**src/rtl/rxq_pkg.sv**
```systemverilog
package rxq_pkg;

  typedef enum logic [1:0] {
    PKT_GOOD  = 2'b00,
    PKT_ERROR = 2'b01,
    XFER_DONE = 2'b10,
    PKT_RSVD  = 2'b11
  } pkt_stat_e;

  typedef enum logic [1:0] {
    WS_IDLE = 2'b00,
    WS_FILL = 2'b01,
    WS_SKIP = 2'b10
  } wr_state_e;

  // payload words needed for a byte count, rounded up to whole words
  function automatic logic [15:0] payload_words(input logic [15:0] bytes);
    logic [16:0] sum;
    sum = 17'(bytes) + 17'd3;
    return 16'(sum >> 2);
  endfunction

endpackage

```
**src/rtl/rxq_store.sv**
```systemverilog
module rxq_store #(
  parameter int DEPTH  = 64,
  parameter int DATA_W = 32,
  localparam int AW    = $clog2(DEPTH),
  localparam int LVL_W = $clog2(DEPTH + 1)
) (
  input  logic              clk,
  input  logic              rst_n,
  input  logic              push,
  input  logic [DATA_W:0]   push_word,
  input  logic              pop,
  output logic [DATA_W:0]   head_word,
  output logic [LVL_W-1:0]  level,
  output logic              empty,
  output logic              full
);

  logic [DATA_W:0]  mem_q [DEPTH];
  logic [AW-1:0]    wr_ptr_q, wr_ptr_d;
  logic [AW-1:0]    rd_ptr_q, rd_ptr_d;
  logic [LVL_W-1:0] level_q, level_d;
  logic             pop_eff;
  logic             ptr_en;

  assign empty   = (level_q == '0);
  assign full    = (level_q == LVL_W'(DEPTH));
  assign pop_eff = pop && !empty;
  assign ptr_en  = push || pop_eff;

  always_comb begin
    wr_ptr_d = wr_ptr_q;
    rd_ptr_d = rd_ptr_q;
    level_d  = level_q;
    if (push)    wr_ptr_d = wr_ptr_q + AW'(1);
    if (pop_eff) rd_ptr_d = rd_ptr_q + AW'(1);
    if (push && !pop_eff)      level_d = level_q + LVL_W'(1);
    else if (!push && pop_eff) level_d = level_q - LVL_W'(1);
  end

  always_ff @(posedge clk or negedge rst_n) begin
    if (!rst_n) begin
      wr_ptr_q <= '0;
      rd_ptr_q <= '0;
      level_q  <= '0;
    end else if (ptr_en) begin
      wr_ptr_q <= wr_ptr_d;
      rd_ptr_q <= rd_ptr_d;
      level_q  <= level_d;
    end
  end

  always_ff @(posedge clk) begin
    if (push) mem_q[wr_ptr_q] <= push_word;
  end

  assign head_word = mem_q[rd_ptr_q];
  assign level     = level_q;

  assert_no_overflow_R8: assert property (@(posedge clk) disable iff (!rst_n)
    (push && full) |-> pop)
    else $error("push into a full store");

  assert_pop_empty_R7: assert property (@(posedge clk) disable iff (!rst_n)
    (pop && empty && !push) |=> (level == '0))
    else $error("pop on empty changed level");

  assert_level_step_R8: assert property (@(posedge clk) disable iff (!rst_n)
    (push && pop && !empty) |=> $stable(level))
    else $error("simultaneous push and pop moved level");

endmodule

```
**src/rtl/rxq_admit.sv**
```systemverilog
module rxq_admit
  import rxq_pkg::*;
#(
  parameter int DEPTH  = 64,
  parameter int DATA_W = 32,
  parameter int CH_W   = 4,
  parameter int BC_W   = 11,
  localparam int LVL_W = $clog2(DEPTH + 1)
) (
  input  logic              clk,
  input  logic              rst_n,
  input  logic              pkt_start,
  input  logic [CH_W-1:0]   pkt_chan,
  input  logic [BC_W-1:0]   pkt_bcnt,
  input  logic [1:0]        pkt_stat,
  input  logic              wr_valid,
  input  logic [DATA_W-1:0] wr_data,
  input  logic [LVL_W-1:0]  level,
  output logic              push,
  output logic [DATA_W:0]   push_word,
  output logic              busy,
  output logic              pkt_drop
);

  wr_state_e       state_q, state_d;
  logic [BC_W-1:0] remain_q, remain_d;
  logic            drop_q, drop_d;
  logic [15:0]     words;
  logic            fits;
  logic [DATA_W-1:0] status_word;
  logic            run_en;

  always_comb begin
    words = payload_words(16'(pkt_bcnt));
    fits  = (int'(words) + 1) <= (DEPTH - int'(level));
    status_word = '0;
    status_word[CH_W-1:0]        = pkt_chan;
    status_word[CH_W +: BC_W]    = pkt_bcnt;
    status_word[CH_W+BC_W +: 2]  = pkt_stat;
  end

  always_comb begin
    state_d   = state_q;
    remain_d  = remain_q;
    drop_d    = 1'b0;
    push      = 1'b0;
    push_word = '0;
    unique case (state_q)
      WS_IDLE: begin
        if (pkt_start) begin
          remain_d = BC_W'(words);
          if (fits) begin
            push      = 1'b1;
            push_word = {1'b1, status_word};
            if (words != '0) state_d = WS_FILL;
          end else begin
            drop_d = 1'b1;
            if (words != '0) state_d = WS_SKIP;
          end
        end
      end
      WS_FILL: begin
        if (wr_valid) begin
          push      = 1'b1;
          push_word = {1'b0, wr_data};
          remain_d  = remain_q - BC_W'(1);
          if (remain_q == BC_W'(1)) state_d = WS_IDLE;
        end
      end
      WS_SKIP: begin
        if (wr_valid) begin
          remain_d = remain_q - BC_W'(1);
          if (remain_q == BC_W'(1)) state_d = WS_IDLE;
        end
      end
      default: state_d = WS_IDLE;
    endcase
  end

  assign run_en = pkt_start || wr_valid;

  always_ff @(posedge clk or negedge rst_n) begin
    if (!rst_n) begin
      state_q  <= WS_IDLE;
      remain_q <= '0;
    end else if (run_en) begin
      state_q  <= state_d;
      remain_q <= remain_d;
    end
  end

  always_ff @(posedge clk or negedge rst_n) begin
    if (!rst_n) drop_q <= 1'b0;
    else        drop_q <= drop_d;
  end

  assign busy     = (state_q != WS_IDLE);
  assign pkt_drop = drop_q;

  assert_drop_after_start_R6: assert property (@(posedge clk) disable iff (!rst_n)
    pkt_drop |-> $past(pkt_start))
    else $error("drop pulse without a packet start");

  assert_no_status_while_busy_R9: assert property (@(posedge clk) disable iff (!rst_n)
    (busy && push) |-> !push_word[DATA_W])
    else $error("status word written during payload phase");

  assert_fill_counts_R3: assert property (@(posedge clk) disable iff (!rst_n)
    busy |-> (remain_q != '0))
    else $error("busy with no payload outstanding");

endmodule

```
**src/rtl/rxq_shared_fifo.sv**
```systemverilog
module rxq_shared_fifo #(
  parameter int DEPTH  = 64,
  parameter int DATA_W = 32,
  parameter int CH_W   = 4,
  parameter int BC_W   = 11,
  localparam int LVL_W = $clog2(DEPTH + 1)
) (
  input  logic              clk,
  input  logic              rst_n,
  input  logic              pkt_start,
  input  logic [CH_W-1:0]   pkt_chan,
  input  logic [BC_W-1:0]   pkt_bcnt,
  input  logic [1:0]        pkt_stat,
  input  logic              wr_valid,
  input  logic [DATA_W-1:0] wr_data,
  output logic              wr_busy,
  output logic              pkt_drop,
  input  logic              rd_pop,
  output logic [DATA_W-1:0] rd_data,
  output logic              rd_is_status,
  output logic              rd_empty,
  output logic              rd_full,
  output logic [LVL_W-1:0]  rd_level
);

  logic            push;
  logic [DATA_W:0] push_word;
  logic [DATA_W:0] head_word;

  rxq_admit #(
    .DEPTH(DEPTH), .DATA_W(DATA_W), .CH_W(CH_W), .BC_W(BC_W)
  ) u_admit (
    .clk(clk), .rst_n(rst_n),
    .pkt_start(pkt_start), .pkt_chan(pkt_chan), .pkt_bcnt(pkt_bcnt),
    .pkt_stat(pkt_stat), .wr_valid(wr_valid), .wr_data(wr_data),
    .level(rd_level), .push(push), .push_word(push_word),
    .busy(wr_busy), .pkt_drop(pkt_drop)
  );

  rxq_store #(
    .DEPTH(DEPTH), .DATA_W(DATA_W)
  ) u_store (
    .clk(clk), .rst_n(rst_n),
    .push(push), .push_word(push_word), .pop(rd_pop),
    .head_word(head_word), .level(rd_level),
    .empty(rd_empty), .full(rd_full)
  );

  assign rd_data      = head_word[DATA_W-1:0];
  assign rd_is_status = !rd_empty && head_word[DATA_W];

  assert_drop_keeps_level_R6: assert property (@(posedge clk) disable iff (!rst_n)
    (pkt_drop && !rd_pop) |-> $stable(rd_level))
    else $error("refused packet changed the level");

endmodule

```
**config.mk**
```make
export PLATFORM = sky130hd
export DESIGN_NAME = rxq_shared_fifo
export DESIGN_NICKNAME = d
export VERILOG_FILES = /design/src/rtl/rxq_pkg.sv /design/src/rtl/rxq_store.sv /design/src/rtl/rxq_admit.sv /design/src/rtl/rxq_shared_fifo.sv
export SDC_FILE = /design/constraint.sdc
export NUM_CORES = 2
export LEC_CHECK = 0
export BUFFER_PORTS_ARGS = -buffer_cell sky130_fd_sc_hd__buf_2
export CAP_MARGIN = 0
export CORE_MARGIN = 2
export CORE_UTILIZATION = 51
export CTS_BUF_LIST = sky130_fd_sc_hd__clkbuf_4 sky130_fd_sc_hd__clkbuf_8 sky130_fd_sc_hd__clkbuf_16
export DETAILED_ROUTE_END_ITERATION = 7
export GPL_TIMING_DRIVEN = 1
export HOLD_SLACK_MARGIN = 0.03
export PLACE_DENSITY = 0.71
export SETUP_SLACK_MARGIN = 0.02
export SYNTH_ARGS = -nofsm -noshare
export SYNTH_HDL_FRONTEND = slang
export SYNTH_HIERARCHICAL = 1
export SYNTH_SLANG_ARGS = --single-unit
```
**constraint.sdc**
```tcl
create_clock -name clk -period 7.67 [get_ports clk]
set_input_delay 0.767 -clock clk [delete_from_list [all_inputs] [get_ports clk]]
set_output_delay 0.767 -clock clk [all_outputs]
set_load 0.02 [all_outputs]
```
---- Yosys cells after proc, flatten, opt, wreduce, memory -nomap -nowiden ----
Memories as Yosys holds them, arrays and structs flattened.
Cells that the tools add are included.
storage, ports and cells
  register bits ........................... 33
  RAM bits ................................ 2112
  input port bits ......................... 54
  output and inout port bits .............. 44
  word-level logic and storage cells ...... 70
  memories ................................ 1
memories
  name           depth  width  rd ports  clocked after Yosys merged registers in  wr ports  line             text
  u_store.mem_q  64     33     1         0                                        1         rxq_store.sv:18  logic [DATA_W:0] mem_q [DEPTH];
operators by class
  add/sub/neg operators ................... 8
  $lt $le $gt $ge ......................... 1
  equal/unequal tests ..................... 8
  multiplexer cells ....................... 25
  reduce and logical (&&, ||, !) cells .... 21
operator list
  cell                                                                      number
  33-bit 2-to-1 mux                                                         2
  33-bit one-hot mux with 2 select lines                                    1
  32-bit less-or-equal comparator                                           1
  32-bit 2-to-1 mux                                                         1
  11-bit 2-to-1 mux                                                         2
  11-bit one-hot mux with 2 select lines                                    1
  15-bit by 1-bit adder with 16-bit output (second input constant)          1
  16-bit nonzero test                                                       1
  7-bit 2-to-1 mux                                                          2
  11-bit by 2-bit adder with 12-bit output (second input constant)          1
  6-bit by 1-bit adder with 6-bit output (second input constant)            2
  2-bit 2-to-1 mux                                                          6
  11-bit by 1-bit == test with 1-bit output (second input constant)         1
  11-bit by 1-bit subtractor with 11-bit output (second input constant)     1
  1-bit 2-to-1 mux                                                          8
  7-bit by 7-bit subtractor with 8-bit output (first input constant)        1
  7-bit by 1-bit adder with 7-bit output (second input constant)            1
  7-bit == test (second input constant)                                     1
  7-bit logical NOT                                                         1
  7-bit by 1-bit subtractor with 7-bit output (second input constant)       1
  2-bit by 1-bit inequality test with 1-bit output (second input constant)  3
  2-bit AND reduction                                                       3
  2-bit nonzero test                                                        3
  5-bit AND reduction                                                       1
  other kinds (11)                                                          17

---- Logic depth before layout (Yosys ltp) ----
  depth in word-level cells ............... 10
  mapped depth ............................ 22
  depth with buffers taken out ............ 21

---- Modules after synthesis ----
Netlist, hierarchy kept.
by module, submodules not included
  module           times used  cells an instance  area an instance (um^2)  seq. area each (um^2)
  rxq_store        1           3668               82072.5                  63896.3
  rxq_admit        1           237                1888.1                   350.3
  rxq_shared_fifo  1           1                  13.8                     0.0

---- Worst setup path after synthesis ----
OpenSTA, ideal clock, no wires.
  path kind ............................... input -> register
  from .................................... input pkt_bcnt[1]
  to ...................................... memory u_store/mem_q[40][0] in the netlist's numbering, enable pin
  library setup time ...................... 464 ps
  arrival ................................. 5957 ps
  data required time ...................... 7206 ps
  setup slack ............................. 1249 ps
  stages .................................. 17
  buffers on the path ..................... 2
  cells stage by stage .................... o21ai_0 -> xnor2_1 -> ha_1 -> nor2b_1 -> nand4_1 -> xor2_1 -> ha_1 -> a211o_1 -> a2111o_1 -> o22ai_2 -> buf_6 -> a21o_1 -> clkbuf_1 -> nand2_1 -> nor2_1 -> nand2_1 -> nor3_1
on the way
  word-level cells in the longest chain between the ends .. 8
ends and longest elaborated chain
  item                                      line                   text
  start: declaration                        rxq_shared_fifo.sv:12  input logic [BC_W-1:0] pkt_bcnt,
  11-bit by 2-bit adder with 12-bit output  rxq_pkg.sv:19          sum = 17'(bytes) + 17'd3;
  15-bit by 1-bit adder with 16-bit output  rxq_admit.sv:35        fits = (int'(words) + 1) <= (DEPTH - int'(level));
  32-bit less-or-equal comparator           rxq_admit.sv:35
  1-bit 2-to-1 mux                          rxq_admit.sv:52        if (fits) begin
  1-bit 2-to-1 mux                          rxq_admit.sv:50        if (pkt_start) begin
  1-bit one-hot mux with 2 select lines     rxq_admit.sv:48        unique case (state_q)
  net push                                  rxq_shared_fifo.sv:26  logic push;
  1-bit 2-to-1 mux                          rxq_store.sv:53        if (push) mem_q[wr_ptr_q] <= push_word;
  1-bit 2-to-1 mux (implied by the code)    rxq_store.sv:53
  end: declaration                          rxq_store.sv:18
The timed path passes the listed nets, and every way through them passes these cells.

---- Final worst setup path ----
  from .................................... register u_store.rd_ptr_q[0]
  to ...................................... output rd_data[14]
on the way
  word-level cells in the longest chain between the ends .. 1
ends and longest elaborated chain
  item                      line                   text
  start: declaration        rxq_store.sv:20        logic [AW-1:0] rd_ptr_q, rd_ptr_d;
  start signal: assignment  rxq_store.sv:47        rd_ptr_q <= rd_ptr_d;
  memory 64 x 33 bit        n/a
  end: declaration          rxq_shared_fifo.sv:19  output logic [DATA_W-1:0] rd_data,
Every way passes these cells.

==> impl_metrics.env <==
export IMPL_setup_viol=0
export IMPL_drt_pass1_iter_count=6
export IMPL_cp_start_kind="register"
export IMPL_fmax_ghz=0.168
export IMPL_grt_util_all_layers_pct=26.6
export IMPL_drt_wl_total_um=224000
export IMPL_ys_ff_latch=2145
export IMPL_cts_htree_levels=4
export IMPL_grt_antenna_before_repair=10
export IMPL_holdWs_ps=277
export IMPL_synth_cell_types=83
export IMPL_final_hold_viol_count=0
export IMPL_final_period_utilization_pct=77.5
export IMPL_place_area_um2=87800
export IMPL_mostFrequentLayoutCells="edfxtp_1 (2,112), mux4_2 (487), clkbuf_16 (209), mux2i_1 (175), buf_4 (136)"
export IMPL_die_y_um=410
export IMPL_gp_congestion=0.910
export IMPL_chipWidth_um=410
export IMPL_drive_above_1_share_pct=28.3
export IMPL_vias=42800
export IMPL_slew_violations=0
export IMPL_path_max_fanout=52
export IMPL_final_cell_count_no_fill=6490
export IMPL_grt_pass1_vias=41500
export IMPL_holdBufCountCts=1
export IMPL_min_period_ps=5940
export IMPL_relSlewSlack_pct=8.38
export IMPL_cts_sinks=2145
export IMPL_drt_iter0_drc=6253
export IMPL_cts_resized=0
export IMPL_start_util_pct=51.5
export IMPL_worstSetupEndpointType="output port"
export IMPL_port_buffers=97
export IMPL_rsz0062_at_grt="false"
export IMPL_postSynthAreaPerCell_um2=21.5
export IMPL_synthFlopType="edfxtp_1"
export IMPL_ys_seq_area_share_pct=76.5
export IMPL_grt_overflow=0
export IMPL_row_count=148
export IMPL_postLayoutCellArea_um2=94600
export IMPL_worstHoldPathType="in -> reg"
export IMPL_synth_edf_count=2112
export IMPL_yosys_warnings=6
export IMPL_dpl_worst_slack_ps=1240
export IMPL_power_density_nw_per_um2=385
export IMPL_floorplan_die_area_um2=168000
export IMPL_setup_ws_ps=1730
export IMPL_arrival_ps=5170
export IMPL_cap_violations=0
export IMPL_wl_per_cell_um=34.4
export IMPL_tritoncts="yes"
export IMPL_netlist_area_um2=84000
export IMPL_peakVddDrop_mv=0.366
export IMPL_status="completed"
export IMPL_cts_setup_buffers=0
export IMPL_ant_nets=0
export IMPL_grt_pass1_wl_um=314000
export IMPL_place_inst=6102
export IMPL_clkTransAtPathRegs_ps=60
export IMPL_dpl_hpwl_um=133000
export IMPL_io_pin_count=98
export IMPL_synthCells=3906
export IMPL_viasPerCell=6.60
export IMPL_final_common_cell="edfxtp_1"
export IMPL_setup_tns_ps=0
export IMPL_worst_ep_required_time_ps=6900
export IMPL_cts_root_buf="clkbuf_16"
export IMPL_core_area_um2=163000
export IMPL_clk_latency_ps=850
export IMPL_power_mw=36.4
export IMPL_crit_type="reg -> out"
export IMPL_post_route_util_pct=58.0
export IMPL_leakage_nw=30.7
export IMPL_finClkSkew_ps=54.2
export IMPL_drc_errors=0
export IMPL_clockBufferDepth=3
export IMPL_grt_max_degree=114
export IMPL_worstMarginPinSlew_ps=1370
export IMPL_areaGrowthSynthToFinish_pct=12.7
export IMPL_syn_nets=3988
export IMPL_async_reset_ff_share_pct=1.54
export IMPL_fin_nets=4218
export IMPL_cts_buffers=206
-- cells in the mapped netlist, drive strengths merged, types with 4 or more instances --
master | instances | area [um^2]
or3 | 5 | 31.3
a21o | 7 | 52.6
buf | 133 | 902
a211oi | 9 | 67.6
and2 | 9 | 56.3
nand2b | 8 | 50.1
nor2b | 13 | 88.8
o32ai | 5 | 43.8
o211ai | 7 | 52.6
edfxtp | 2112 | 63400
inv | 23 | 86.3
clkbuf | 90 | 348
o221ai | 28 | 245
a32o | 18 | 180
ha | 27 | 338
mux2i | 175 | 1750
and3 | 27 | 170
a22o | 7 | 61.3
nor2 | 109 | 409
mux2 | 42 | 473
a221o | 12 | 120
nand3 | 26 | 130
nor3 | 12 | 60.1
mux4 | 487 | 11000
xnor2 | 22 | 193
a211o | 18 | 158
nand2 | 103 | 387
o21ai | 58 | 290
and3b | 4 | 35.0
a21oi | 63 | 315
a221oi | 34 | 298
a31oi | 7 | 43.8
xor2 | 13 | 114
a22oi | 39 | 293
o31ai | 6 | 45.0
a2111oi | 4 | 35.0
dfrtp | 33 | 826
nand4 | 12 | 75.1
nor4 | 6 | 43.8
o22ai | 48 | 307
-- final timing paths --
check | slack [ps] | end | cells after the start | startpoint
worst max-delay path | 1730 | rd_data[14] | 6 | u_store/rd_ptr_q[0]
min in group asynchronous | 580 | u_store/level[5] | 2 | rst_n
worst max register to register | 2120 | u_store/mem_q[18][10] | 12 | u_store/level[0]
worst min register to register | 490 | u_admit/state_q[1] | 2 | u_admit/state_q[1]
worst min-delay path | 280 | u_admit/pkt_drop | 3 | pkt_start
max in group asynchronous | 6450 | u_store/rd_ptr_q[3] | 2 | rst_n
-- per-layer routing --
metal / vias up / GRT usage (%) / share of wire [%] / routed length (um)
li1: 17000 / - / - / -
met1: 22800 / 38.3 / 38 / 85500
met2: 2707 / 41.3 / 47 / 105000
met3: 391 / 5.26 / 11 / 24800
met4: 4 / 8.99 / 3.5 / 7830
met5: - / 0 / 0.012 / 26
-- critical path: stages (launching register included) --
cell and delay, ps:
dfrtp_4 1100, buf_12 440, mux4_2 600, mux4_2 570
nor3_1 940, nor4_1 290, buf_2 260
-- report_power, final --
group	internal, mW	switching, mW	total [mW]
registers	13.9	0.437	14.3
clock network	5.80	4.28	10.1
logic	4.24	7.81	12.0
-- cells by family after synthesis --
group	Yosys count	share of synthesized area, %
XOR/XNOR	35	0.365
AND/OR/NAND/NOR	350	1.99
flip-flops	2145	76.5
adder cells (fa/ha/maj)	28	0.426
AO/OA/AOI/OAI	397	3.40
multiplexers	704	15.7
buffers and inverters	247	1.60
-- sequential cells by signal (all words and copies together), names as in the netlist --
name              flops
u_admit/remain_q     11
u_store/wr_ptr_q      6
u_store/level         7
u_store/rd_ptr_q      6
u_admit/pkt_drop      1
u_store/mem_q      2112
u_admit/state_q       2
-- layout make-up --
type                    instances  area, um^2
fillers                     11500       68500
flip-flops and latches       2145       64300
multi-input cells            1514       19000
clock buffers                 264        5640
well taps                    2175        2720
repair buffers                246        1760
clock inverters               114        1090
inverters                      23        90.1
diodes                          9        22.5
(Power assumes the default switching activity.)
